## src/rtl/scl_div_pkg.sv

```systemverilog
// Shared types for the fractional SCL rate divider.
package scl_div_pkg;

    // Which rate register currently drives the accumulator.
    typedef enum logic [1:0] {
        SRC_NONE = 2'd0,
        SRC_NORM = 2'd1,
        SRC_HS   = 2'd2
    } rate_src_e;

    // Index of each bank inside the configuration register array.
    localparam int BANK_NORM = 0;
    localparam int BANK_HS   = 1;
    localparam int NUM_BANKS = 2;

endpackage

```

## src/rtl/scl_div_cfg_regs.sv

```systemverilog
// Configuration storage for the divider.
// Holds the normal and high-speed increment/decrement pairs and the
// prescale divider. Any write produces a restart pulse in the same cycle
// so that downstream state restarts on the write edge.
// Assumes: writes are single-cycle strobes from a register interface.
module scl_div_cfg_regs #(
    parameter int INC_W   = 8,
    parameter int DEC_W   = 10,
    parameter int PRE_W   = 4,
    parameter int DIV_RST = 1
) (
    input  logic             clk,
    input  logic             rst_n,
    input  logic             norm_wr,
    input  logic             hs_wr,
    input  logic [INC_W-1:0] wr_inc,
    input  logic [DEC_W-1:0] wr_dec,
    input  logic             div_wr,
    input  logic [PRE_W-1:0] wr_div,
    output logic [INC_W-1:0] norm_inc,
    output logic [DEC_W-1:0] norm_dec,
    output logic [INC_W-1:0] hs_inc,
    output logic [DEC_W-1:0] hs_dec,
    output logic [PRE_W-1:0] div_q,
    output logic             restart
);
    import scl_div_pkg::*;

    logic [NUM_BANKS-1:0] bank_wr;
    logic [INC_W-1:0]     inc_q [NUM_BANKS];
    logic [DEC_W-1:0]     dec_q [NUM_BANKS];

    // Route each write strobe to its bank.
    always_comb begin
        bank_wr            = '0;
        bank_wr[BANK_NORM] = norm_wr;
        bank_wr[BANK_HS]   = hs_wr;
    end

    // One storage bank per rate register.
    for (genvar b = 0; b < NUM_BANKS; b++) begin : g_bank
        // Load the increment/decrement pair of this bank on its strobe.
        always_ff @(posedge clk) begin
            if (!rst_n) begin
                inc_q[b] <= '0;
                dec_q[b] <= '0;
            end else if (bank_wr[b]) begin
                inc_q[b] <= wr_inc;
                dec_q[b] <= wr_dec;
            end
        end
    end

    // Hold the prescale divider, reset to one step per clock.
    always_ff @(posedge clk) begin
        if (!rst_n) begin
            div_q <= PRE_W'(DIV_RST);
        end else if (div_wr) begin
            div_q <= wr_div;
        end
    end

    // Expose the banks and flag any write as a restart.
    always_comb begin
        norm_inc = inc_q[BANK_NORM];
        norm_dec = dec_q[BANK_NORM];
        hs_inc   = inc_q[BANK_HS];
        hs_dec   = dec_q[BANK_HS];
        restart  = norm_wr | hs_wr | div_wr;
    end

endmodule

```

## src/rtl/scl_div_select.sv

```systemverilog
// Rate register selection.
// Picks the high-speed pair when its increment is nonzero, else the
// normal pair when its increment is nonzero, else nothing (outputs zero).
// Assumes: a zero increment marks a register as unused.
module scl_div_select #(
    parameter int INC_W = 8,
    parameter int DEC_W = 10
) (
    input  logic [INC_W-1:0]            norm_inc,
    input  logic [DEC_W-1:0]            norm_dec,
    input  logic [INC_W-1:0]            hs_inc,
    input  logic [DEC_W-1:0]            hs_dec,
    output scl_div_pkg::rate_src_e      src,
    output logic [INC_W-1:0]            act_inc,
    output logic [DEC_W-1:0]            act_dec
);
    import scl_div_pkg::*;

    // Priority pick by register content.
    always_comb begin
        if (hs_inc != '0) begin
            src     = SRC_HS;
            act_inc = hs_inc;
            act_dec = hs_dec;
        end else if (norm_inc != '0) begin
            src     = SRC_NORM;
            act_inc = norm_inc;
            act_dec = norm_dec;
        end else begin
            src     = SRC_NONE;
            act_inc = '0;
            act_dec = '0;
        end
    end

endmodule

```

## src/rtl/scl_div_prescale.sv

```systemverilog
// Module-clock prescaler.
// Emits a step enable once every div module clocks; div = 0 halts.
// A restart clears the count so the first step lands div clocks later.
// Assumes: div changes only together with a restart.
module scl_div_prescale #(
    parameter int PRE_W = 4
) (
    input  logic             clk,
    input  logic             rst_n,
    input  logic [PRE_W-1:0] div,
    input  logic             restart,
    output logic             step_en
);
    logic [PRE_W-1:0] cnt_q;
    logic             at_end;

    // Last count of the period, only meaningful for a nonzero divider.
    always_comb begin
        at_end  = (div != '0) && (cnt_q == div - PRE_W'(1));
        step_en = at_end && !restart;
    end

    // Advance the period counter, wrapping at the divider.
    always_ff @(posedge clk) begin
        if (!rst_n) begin
            cnt_q <= '0;
        end else if (restart || div == '0 || at_end) begin
            cnt_q <= '0;
        end else begin
            cnt_q <= cnt_q + PRE_W'(1);
        end
    end

endmodule

```

## src/rtl/scl_div_accum.sv

```systemverilog
// Fractional accumulator and tick generator.
// On each step adds the increment; when the sum reaches dec+1 it wraps by
// dec+1 and registers a one-cycle tick. An increment above dec ticks on
// every step with the accumulator held at zero.
// Assumes: INC_W <= DEC_W + 1.
module scl_div_accum #(
    parameter int INC_W = 8,
    parameter int DEC_W = 10
) (
    input  logic                        clk,
    input  logic                        rst_n,
    input  logic                        restart,
    input  logic                        step_en,
    input  scl_div_pkg::rate_src_e      src,
    input  logic [INC_W-1:0]            act_inc,
    input  logic [DEC_W-1:0]            act_dec,
    output logic [DEC_W:0]              acc,
    output logic                        tick
);
    import scl_div_pkg::*;

    localparam int MOD_W = DEC_W + 1;
    localparam int SUM_W = MOD_W + 1;

    logic [MOD_W-1:0] acc_q;
    logic [SUM_W-1:0] modulus;
    logic [SUM_W-1:0] inc_ext;
    logic [SUM_W-1:0] sum;
    logic [SUM_W-1:0] wrapped;
    logic             too_wide;
    logic             overflow;
    logic             tick_q;

    // Datapath: sum, modulus and wrap decision.
    always_comb begin
        modulus  = SUM_W'(act_dec) + SUM_W'(1);
        inc_ext  = SUM_W'(act_inc);
        sum      = SUM_W'(acc_q) + inc_ext;
        wrapped  = sum - modulus;
        too_wide = inc_ext >= modulus;
        overflow = sum >= modulus;
    end

    // Accumulator state and registered tick.
    always_ff @(posedge clk) begin
        if (!rst_n) begin
            acc_q  <= '0;
            tick_q <= 1'b0;
        end else if (restart) begin
            acc_q  <= '0;
            tick_q <= 1'b0;
        end else if (step_en && src != SRC_NONE) begin
            if (too_wide) begin
                acc_q  <= '0;
                tick_q <= 1'b1;
            end else if (overflow) begin
                acc_q  <= MOD_W'(wrapped);
                tick_q <= 1'b1;
            end else begin
                acc_q  <= MOD_W'(sum);
                tick_q <= 1'b0;
            end
        end else begin
            tick_q <= 1'b0;
        end
    end

    // Drive outputs from state.
    always_comb begin
        acc  = acc_q;
        tick = tick_q;
    end

endmodule

```

## src/rtl/scl_frac_div.sv

```systemverilog
// Fractional SCL rate divider, top level.
// Ties configuration storage, register selection, prescaler and
// accumulator together and presents a single-cycle half-period tick.
// Assumes: one module clock domain, synchronous active-low reset.
module scl_frac_div #(
    parameter int INC_W   = 8,
    parameter int DEC_W   = 10,
    parameter int PRE_W   = 4,
    parameter int DIV_RST = 1
) (
    input  logic             clk,
    input  logic             rst_n,
    input  logic             norm_wr,
    input  logic             hs_wr,
    input  logic [INC_W-1:0] wr_inc,
    input  logic [DEC_W-1:0] wr_dec,
    input  logic             div_wr,
    input  logic [PRE_W-1:0] wr_div,
    output logic             tick
);
    import scl_div_pkg::*;

    logic [INC_W-1:0] norm_inc;
    logic [DEC_W-1:0] norm_dec;
    logic [INC_W-1:0] hs_inc;
    logic [DEC_W-1:0] hs_dec;
    logic [PRE_W-1:0] div_q;
    logic             restart;
    logic             step_en;
    rate_src_e        src;
    logic [INC_W-1:0] act_inc;
    logic [DEC_W-1:0] act_dec;
    logic [DEC_W:0]   acc_lvl;

    scl_div_cfg_regs #(
        .INC_W   (INC_W),
        .DEC_W   (DEC_W),
        .PRE_W   (PRE_W),
        .DIV_RST (DIV_RST)
    ) i_cfg (
        .clk      (clk),
        .rst_n    (rst_n),
        .norm_wr  (norm_wr),
        .hs_wr    (hs_wr),
        .wr_inc   (wr_inc),
        .wr_dec   (wr_dec),
        .div_wr   (div_wr),
        .wr_div   (wr_div),
        .norm_inc (norm_inc),
        .norm_dec (norm_dec),
        .hs_inc   (hs_inc),
        .hs_dec   (hs_dec),
        .div_q    (div_q),
        .restart  (restart)
    );

    scl_div_select #(
        .INC_W (INC_W),
        .DEC_W (DEC_W)
    ) i_sel (
        .norm_inc (norm_inc),
        .norm_dec (norm_dec),
        .hs_inc   (hs_inc),
        .hs_dec   (hs_dec),
        .src      (src),
        .act_inc  (act_inc),
        .act_dec  (act_dec)
    );

    scl_div_prescale #(
        .PRE_W (PRE_W)
    ) i_pre (
        .clk     (clk),
        .rst_n   (rst_n),
        .div     (div_q),
        .restart (restart),
        .step_en (step_en)
    );

    scl_div_accum #(
        .INC_W (INC_W),
        .DEC_W (DEC_W)
    ) i_acc (
        .clk     (clk),
        .rst_n   (rst_n),
        .restart (restart),
        .step_en (step_en),
        .src     (src),
        .act_inc (act_inc),
        .act_dec (act_dec),
        .acc     (acc_lvl),
        .tick    (tick)
    );

endmodule

```

## config.mk

```make
export PLATFORM = sky130hd
export DESIGN_NAME = scl_frac_div
export DESIGN_NICKNAME = d
export VERILOG_FILES = /design/src/rtl/scl_div_pkg.sv /design/src/rtl/scl_div_cfg_regs.sv /design/src/rtl/scl_div_select.sv /design/src/rtl/scl_div_prescale.sv /design/src/rtl/scl_div_accum.sv /design/src/rtl/scl_frac_div.sv
export SDC_FILE = /design/constraint.sdc
export NUM_CORES = 1
export LEC_CHECK = 0
export ABC_AREA = 1
export BUFFER_PORTS_ARGS = -buffer_cell sky130_fd_sc_hd__buf_2
export CORE_ASPECT_RATIO = 0.7
export CORE_MARGIN = 10
export CORE_UTILIZATION = 56
export DETAILED_ROUTE_END_ITERATION = 7
export GPL_ROUTABILITY_DRIVEN = 0
export PLACE_DENSITY = 0.78
export SETUP_SLACK_MARGIN = 0.05
export SLEW_MARGIN = 20
export SYNTH_ARGS = -nofsm -noshare
export SYNTH_HDL_FRONTEND = slang
export SYNTH_SLANG_ARGS = --single-unit
```

## constraint.sdc

```tcl
create_clock -name clk -period 4.5 [get_ports clk]
set_input_delay 0.675 -clock clk [delete_from_list [all_inputs] [get_ports clk]]
set_output_delay 0.675 -clock clk [all_outputs]
set_load 0.03 [all_outputs]
```

Yosys cells after proc, flatten, opt, wreduce, memory -nomap -nowiden. Memories as Yosys holds them, arrays and structs flattened. Cells that the tools add are included.

Add/sub/neg operators: 5. Multipliers: 0. Divide/modulo/power cells: 0. Order comparisons: 2. Equality and inequality tests: 1. Shift operators: 0. Muxes and demuxes: 21. Bitwise gates (word level): 8. Reductions and logical operators: 14.

Operator list (count): 10-bit 2-to-1 mux (4); 8-bit 2-to-1 mux (4); 11-bit 2-to-1 mux (2); 8-bit nonzero test (2); 11-bit by 8-bit adder with 12-bit output (1); 12-bit by 11-bit >= comparator with 1-bit output (1); 8-bit by 12-bit >= comparator with 1-bit output (1); 10-bit by 1-bit adder with 11-bit output, second input constant (1); 11-bit subtractor (1); 1-bit 2-to-1 mux (10); 1-bit OR (6); 4-bit by 1-bit adder with 4-bit output, second input constant (1); 4-bit equality test (1); 4-bit zero test (1); 4-bit nonzero test (1); 2-bit OR reduction (2); 4-bit by 1-bit subtractor with 4-bit output, second input constant (1); 1-bit logical AND (3); 3-bit OR reduction (1); 1-bit logical OR (2); 2-bit 2-to-1 mux (1); 1-bit inverter (2); 2-bit nonzero test (1); 1-bit zero test (1).

Register bits: 20. Bits in latches: 0. RAM bits: 36. Memory bits (read-only): 0. Input bits: 27. Output and inout bits: 1. Logic and storage cells: 57. Memories kept: 2.

Memory list: i_cfg.dec_q (words 2, width 10, rd ports 2, clocked after memory_dff 0, write ports 2, RTL line scl_div_cfg_regs.sv:31) `logic [DEC_W-1:0] dec_q [NUM_BANKS];`; i_cfg.inc_q (words 2, width 8, rd ports 2, clocked after memory_dff 0, write ports 2, RTL line scl_div_cfg_regs.sv:30) `logic [INC_W-1:0] inc_q [NUM_BANKS];`.

Longest topological paths before layout. An unclocked memory read counts as a cell.

Depth in word-level cells: 8. Gate-level depth with buffers: 30.

Hierarchy. From an unflattened synthesis, not the netlist that was laid out.

Cells, all modules: 537. Area, all modules: 4187.8 µm².

Modules (own cells, without submodules): scl_div_accum (instances 1, cells each 300, area an instance 1905.6 µm², seq. area each 240.2 µm²); scl_div_cfg_regs (instances 1, cells each 124, area an instance 1602.8 µm², seq. area each 1161.1 µm²); scl_div_select (instances 1, cells each 64, area an instance 380.4 µm², seq. area each 0.0 µm²); scl_div_prescale (instances 1, cells each 49, area an instance 299.0 µm², seq. area each 80.1 µm²).

Worst setup path after synthesis. Ideal clock, no wire load.

Path kind: reg2reg. Start point: mem i_cfg.inc_q[1][2]. End point: reg i_acc.acc_q[8], in the netlist i_acc.acc[8]. Setup time: 0.142 ns. Data arrival time: 3.981 ns. Required time: 4.358 ns. Slack: 0.377 ns. Stages on the path, launching flop included: 31. Buffers on the path: 3. Period minus slack after synthesis: 4.123 ns. Cell sequence: edfxtp_1 nor2_2 nand2_2 nor2_8 buf_8 buf_4 a21oi_1 inv_1 ha_1 inv_1 fa_1 inv_1 a31oi_1 o21ai_0 xor2_1 inv_1 ha_1 nand2_1 nor3_1 nand2_1 o211ai_1 a41o_1 nand2_1 nand3b_1 nand2_1 nand2_2 nand2_2 buf_6 nand2_2 nand3_2 a21oi_2.

RTL lines: start: declaration (RTL line scl_div_cfg_regs.sv:30); end signal: assignment (RTL line scl_div_accum.sv:57) `acc_q <= MOD_W'(wrapped);`; end signal: assignment (RTL line scl_div_accum.sv:60) `acc_q <= MOD_W'(sum);`; end: declaration (RTL line scl_div_accum.sv:25) `logic [MOD_W-1:0] acc_q;`.

==> impl_results.rst <==
.. list-table::
   :header-rows: 1

   * - Metric
     - Value
   * - Outcome
     - finished, final reports clean
   * - CTS tree
     - built
   * - Post-DR wirelength/cell
     - 14.6 um
   * - Arrival @ worst endpoint
     - 4.47 ns
   * - Clock tree root buffer cell
     - sky130_fd_sc_hd__clkbuf_8
   * - Post-Route Skew
     - around 0.015 ns
   * - Number of synthesis warnings
     - 0
   * - Area taken by flip-flops and latches
     - 0.00148 mm^2
   * - Async set-or-reset flop fraction in the synthesized netlist
     - 0
   * - Max-slew violation count
     - 0
   * - Max frequency
     - 236 MHz
   * - Final hold violations
     - 0
   * - Core footprint
     - between 0.006 and 0.007 mm^2
   * - Total wirelength of the detailed-routed design
     - 9.03 mm
   * - Post-route clock period utilization
     - 0.941
   * - Biggest fanout along the worst timing path
     - 11
   * - IR drop worst, VDD
     - 0.194 mV
   * - Total inserted antenna cells
     - 0
   * - Post-synthesis cell area
     - 0.00403 mm^2
   * - Number of rows in the core area
     - 25
   * - Min Tclk post-route
     - 4.23 ns
   * - Number of DRC violations after detailed routing
     - 0
   * - Number of flops mapped to enable cells by yosys
     - 36
   * - Source of the worst register-to-register timing path
     - i_cfg.inc_q[1][7]
   * - Cell type contributing the most total cell area after synthesis
     - sky130_fd_sc_hd__edfxtp_1
   * - Floorplan die height
     - approximately 90 um
   * - Count of pins on the block boundary
     - 28
   * - Post-layout worst setup margin
     - 0.267 ns
   * - Top FF cell, synth
     - sky130_fd_sc_hd__edfxtp_1
   * - Layout cells sized above 1
     - 0.206
   * - Number of nets in the layout
     - 581
   * - Nets in the synthesized netlist
     - 553
   * - FF+latch count, synth
     - between 50 and 60
   * - Sinks on Clock Net
     - 56
   * - Max transition margin
     - 0.564
   * - Initial standard-cell utilization of the core
     - 0.586
   * - Number of cells produced by synthesis
     - 495
   * - Number of cells after detailed placement
     - 609
   * - Highest-count cells in the layout ignoring fill and taps
     - sky130_fd_sc_hd__inv_1, sky130_fd_sc_hd__nand2_1, sky130_fd_sc_hd__nor2_1
   * - Max cap viols
     - 0
   * - End of the worst hold path
     - i_acc.acc[0]
   * - Worst Reg-to-Reg Cells
     - 27
   * - Vias in the first global route
     - 3,244
   * - Kind of end point of the critical path
     - flop
   * - Gr ovfl total
     - 0
   * - Worst Max-Slew Pin Slew
     - 0.653 ns
   * - Area occupied by multi-input gates
     - 0.00222 mm^2
   * - Distinct cell type count after synthesis
     - 39
   * - Type of the setup path with the least slack
     - reg2reg
   * - Leak pwr
     - about 2.0 nW
   * - Area growth from synthesis to layout
     - 8.54%
   * - First-pass GRT wire length
     - roughly 15 mm
   * - Leading post-synthesis cells by cell area
     - sky130_fd_sc_hd__edfxtp_1, sky130_fd_sc_hd__dfxtp_1, sky130_fd_sc_hd__ha_1
   * - DPL Wire Length
     - 7.03 mm
   * - Final-report setup violation count
     - 0
   * - Pin count of the biggest net entering global routing
     - 19
   * - Total Power
     - about 1.3 mW
   * - Number of clock buffers inserted by TritonCTS
     - 5
   * - Number of filler cells placed in the layout
     - 591
   * - Worst EP required
     - ~4.7 ns
   * - Bufs on Longest Clock Path
     - 2
   * - Layout Cells excl Fill
     - 618
   * - Number of antenna violations at the first check in global routing
     - 0
   * - Clock latency on the worst-skew pair
     - ~0.32 ns
   * - Path class of the lowest-slack min-delay path
     - reg2reg
   * - WHS
     - 0.484 ns
   * - Hold_buf cts
     - 0
   * - First-pass iteration count of the detailed router
     - 5
   * - Worst R2R Setup Slack
     - 0.27 ns
   * - Pre-CTS setup slack
     - 0.148 ns
   * - Post-synth top area share
     - 0.268
   * - Cell Area, Placed
     - between 0.004 and 0.005 mm^2
   * - Antenna viol nets, final
     - 0
   * - FF-to-FF End
     - i_acc.acc[0]
   * - H-tree Lvls
     - 2
   * - Aggregate global-route resource usage
     - 0.167
   * - DIE AREA
     - 0.0110 mm^2
   * - Synthesized area divided by synthesized cell count
     - 8.14 um^2
   * - Sequential-to-total area share from yosys stat
     - 0.367
   * - Final setup TNS
     - 0 ns
   * - Count of port buffers added during placement
     - 27
   * - Via count
     - 3,305
   * - Utilization of the core after routing
     - 0.636
   * - Power per cell area
     - about 300 mW/mm^2
   * - Worst setup SP type
     - flop
   * - Clock transition time at the flip-flop clock pins of the worst setup and hold paths
     - approximately 0.10 ns
   * - Finished layout cell area
     - 0.00438 mm^2
   * - Chip Width
     - between 100 and 150 um
   * - 1st-iter DRT viols
     - about 330
   * - Drt via density
     - 5.35
   * - Worst hold path cell count
     - 2
   * - Hold_sp
     - i_acc.acc[0]
==> flip-flops by register name, indices dropped and copies added (netlist names) <==
register	cells
i_acc.acc	11
i_pre.cnt_q	4
i_acc.tick	1
i_cfg.inc_q	16
i_cfg.dec_q	20
i_cfg.div_q	4
==> layout make-up <==
type,instances,area share
Tap cell,94,0.0269
Sequential cell,56,0.339
Clock buffer,5,0.0157
Inverter,77,0.0661
Multi-Input combinational cell,351,0.508
Clock inverter,3,0.00486
Timing Repair Buffer,32,0.0395
==> critical path, cell delays in order, from the launching register on <==
cell,delay [ns]
sky130_fd_sc_hd__edfxtp_1,0.43
sky130_fd_sc_hd__nor2_2,0.14
sky130_fd_sc_hd__nand2_2,0.10
sky130_fd_sc_hd__nor2_8,0.14
sky130_fd_sc_hd__a21oi_1,0.12
sky130_fd_sc_hd__inv_1,0.08
sky130_fd_sc_hd__ha_1,0.17
sky130_fd_sc_hd__inv_1,0.06
sky130_fd_sc_hd__fa_1,0.41
sky130_fd_sc_hd__inv_1,0.07
sky130_fd_sc_hd__a31oi_1,0.12
sky130_fd_sc_hd__o21ai_2,0.21
sky130_fd_sc_hd__xor2_1,0.21
sky130_fd_sc_hd__inv_1,0.10
sky130_fd_sc_hd__ha_4,0.29
sky130_fd_sc_hd__nand2_1,0.10
sky130_fd_sc_hd__nor3_2,0.20
sky130_fd_sc_hd__nand2_1,0.08
sky130_fd_sc_hd__o211ai_1,0.15
sky130_fd_sc_hd__a41o_1,0.14
sky130_fd_sc_hd__nand2_1,0.04
sky130_fd_sc_hd__nand3b_1,0.14
sky130_fd_sc_hd__nand2_1,0.07
sky130_fd_sc_hd__nand2_2,0.07
sky130_fd_sc_hd__buf_4,0.19
sky130_fd_sc_hd__nand3_1,0.08
sky130_fd_sc_hd__nand3_1,0.09
sky130_fd_sc_hd__a21oi_1,0.15
==> routing by layer <==
layer  share of wire  global-route usage  vias to the layer above
met1            0.48               0.233                     1525
li1                -                   -                     1663
met2            0.45               0.259                      105
met3           0.066              0.0334                       12
met5               0                   0                        -
met4           0.011              0.0337                        0
==> repair_timing <==
action                                  CTS  global route
setup buffers                             0             1
endpoints found under the setup margin    0            12
gates resized for setup                   0             9
==> kinds of logic (layout without fill, tap and decap cells) <==
kind of cell    after synthesis  after routing  share of synthesized area
flops                        56             56                      0.367
fa+ha+maj                    31             31                     0.0999
compound gates               65             65                      0.105
buf+inv                      88            117                     0.0903
simple gates                225            225                      0.272
xor+xnor                     30             30                     0.0652
==> worst max-delay path by stage <==
stage	from	end	slack [ns]
floorplan	i_cfg.inc_q[1][2]	i_acc.acc[8]	0.38
global placement	i_cfg.inc_q[1][4]	i_acc.acc[10]	0.39
detailed placement	i_cfg.inc_q[1][7]	i_acc.acc[0]	0.15
CTS	i_cfg.inc_q[1][3]	i_acc.acc[0]	0.09
global route	i_cfg.inc_q[1][0]	i_acc.acc[10]	-0.03
finish	i_cfg.inc_q[1][7]	i_acc.acc[0]	0.27
==> Yosys cell counts (13+ instances only) <==
cell type,n
sky130_fd_sc_hd__edfxtp_1,36
sky130_fd_sc_hd__nand3_2,14
sky130_fd_sc_hd__nor2_1,67
sky130_fd_sc_hd__nand2_1,75
sky130_fd_sc_hd__nand3_1,29
sky130_fd_sc_hd__inv_1,74
sky130_fd_sc_hd__ha_1,29
sky130_fd_sc_hd__xor2_1,13
sky130_fd_sc_hd__nand2_2,19
sky130_fd_sc_hd__dfxtp_1,20
sky130_fd_sc_hd__xnor2_1,17
sky130_fd_sc_hd__a21oi_1,25
==> where the power goes <==
part	switching, mW	internal, mW	leakage, nW
Combinational	0.261	0.148	1.44
Sequential	0.0147	0.578	0.549
Clock	0.184	0.111	0.0445
Total	0.460	0.837	2.04
(Power assumes the default switching activity.)
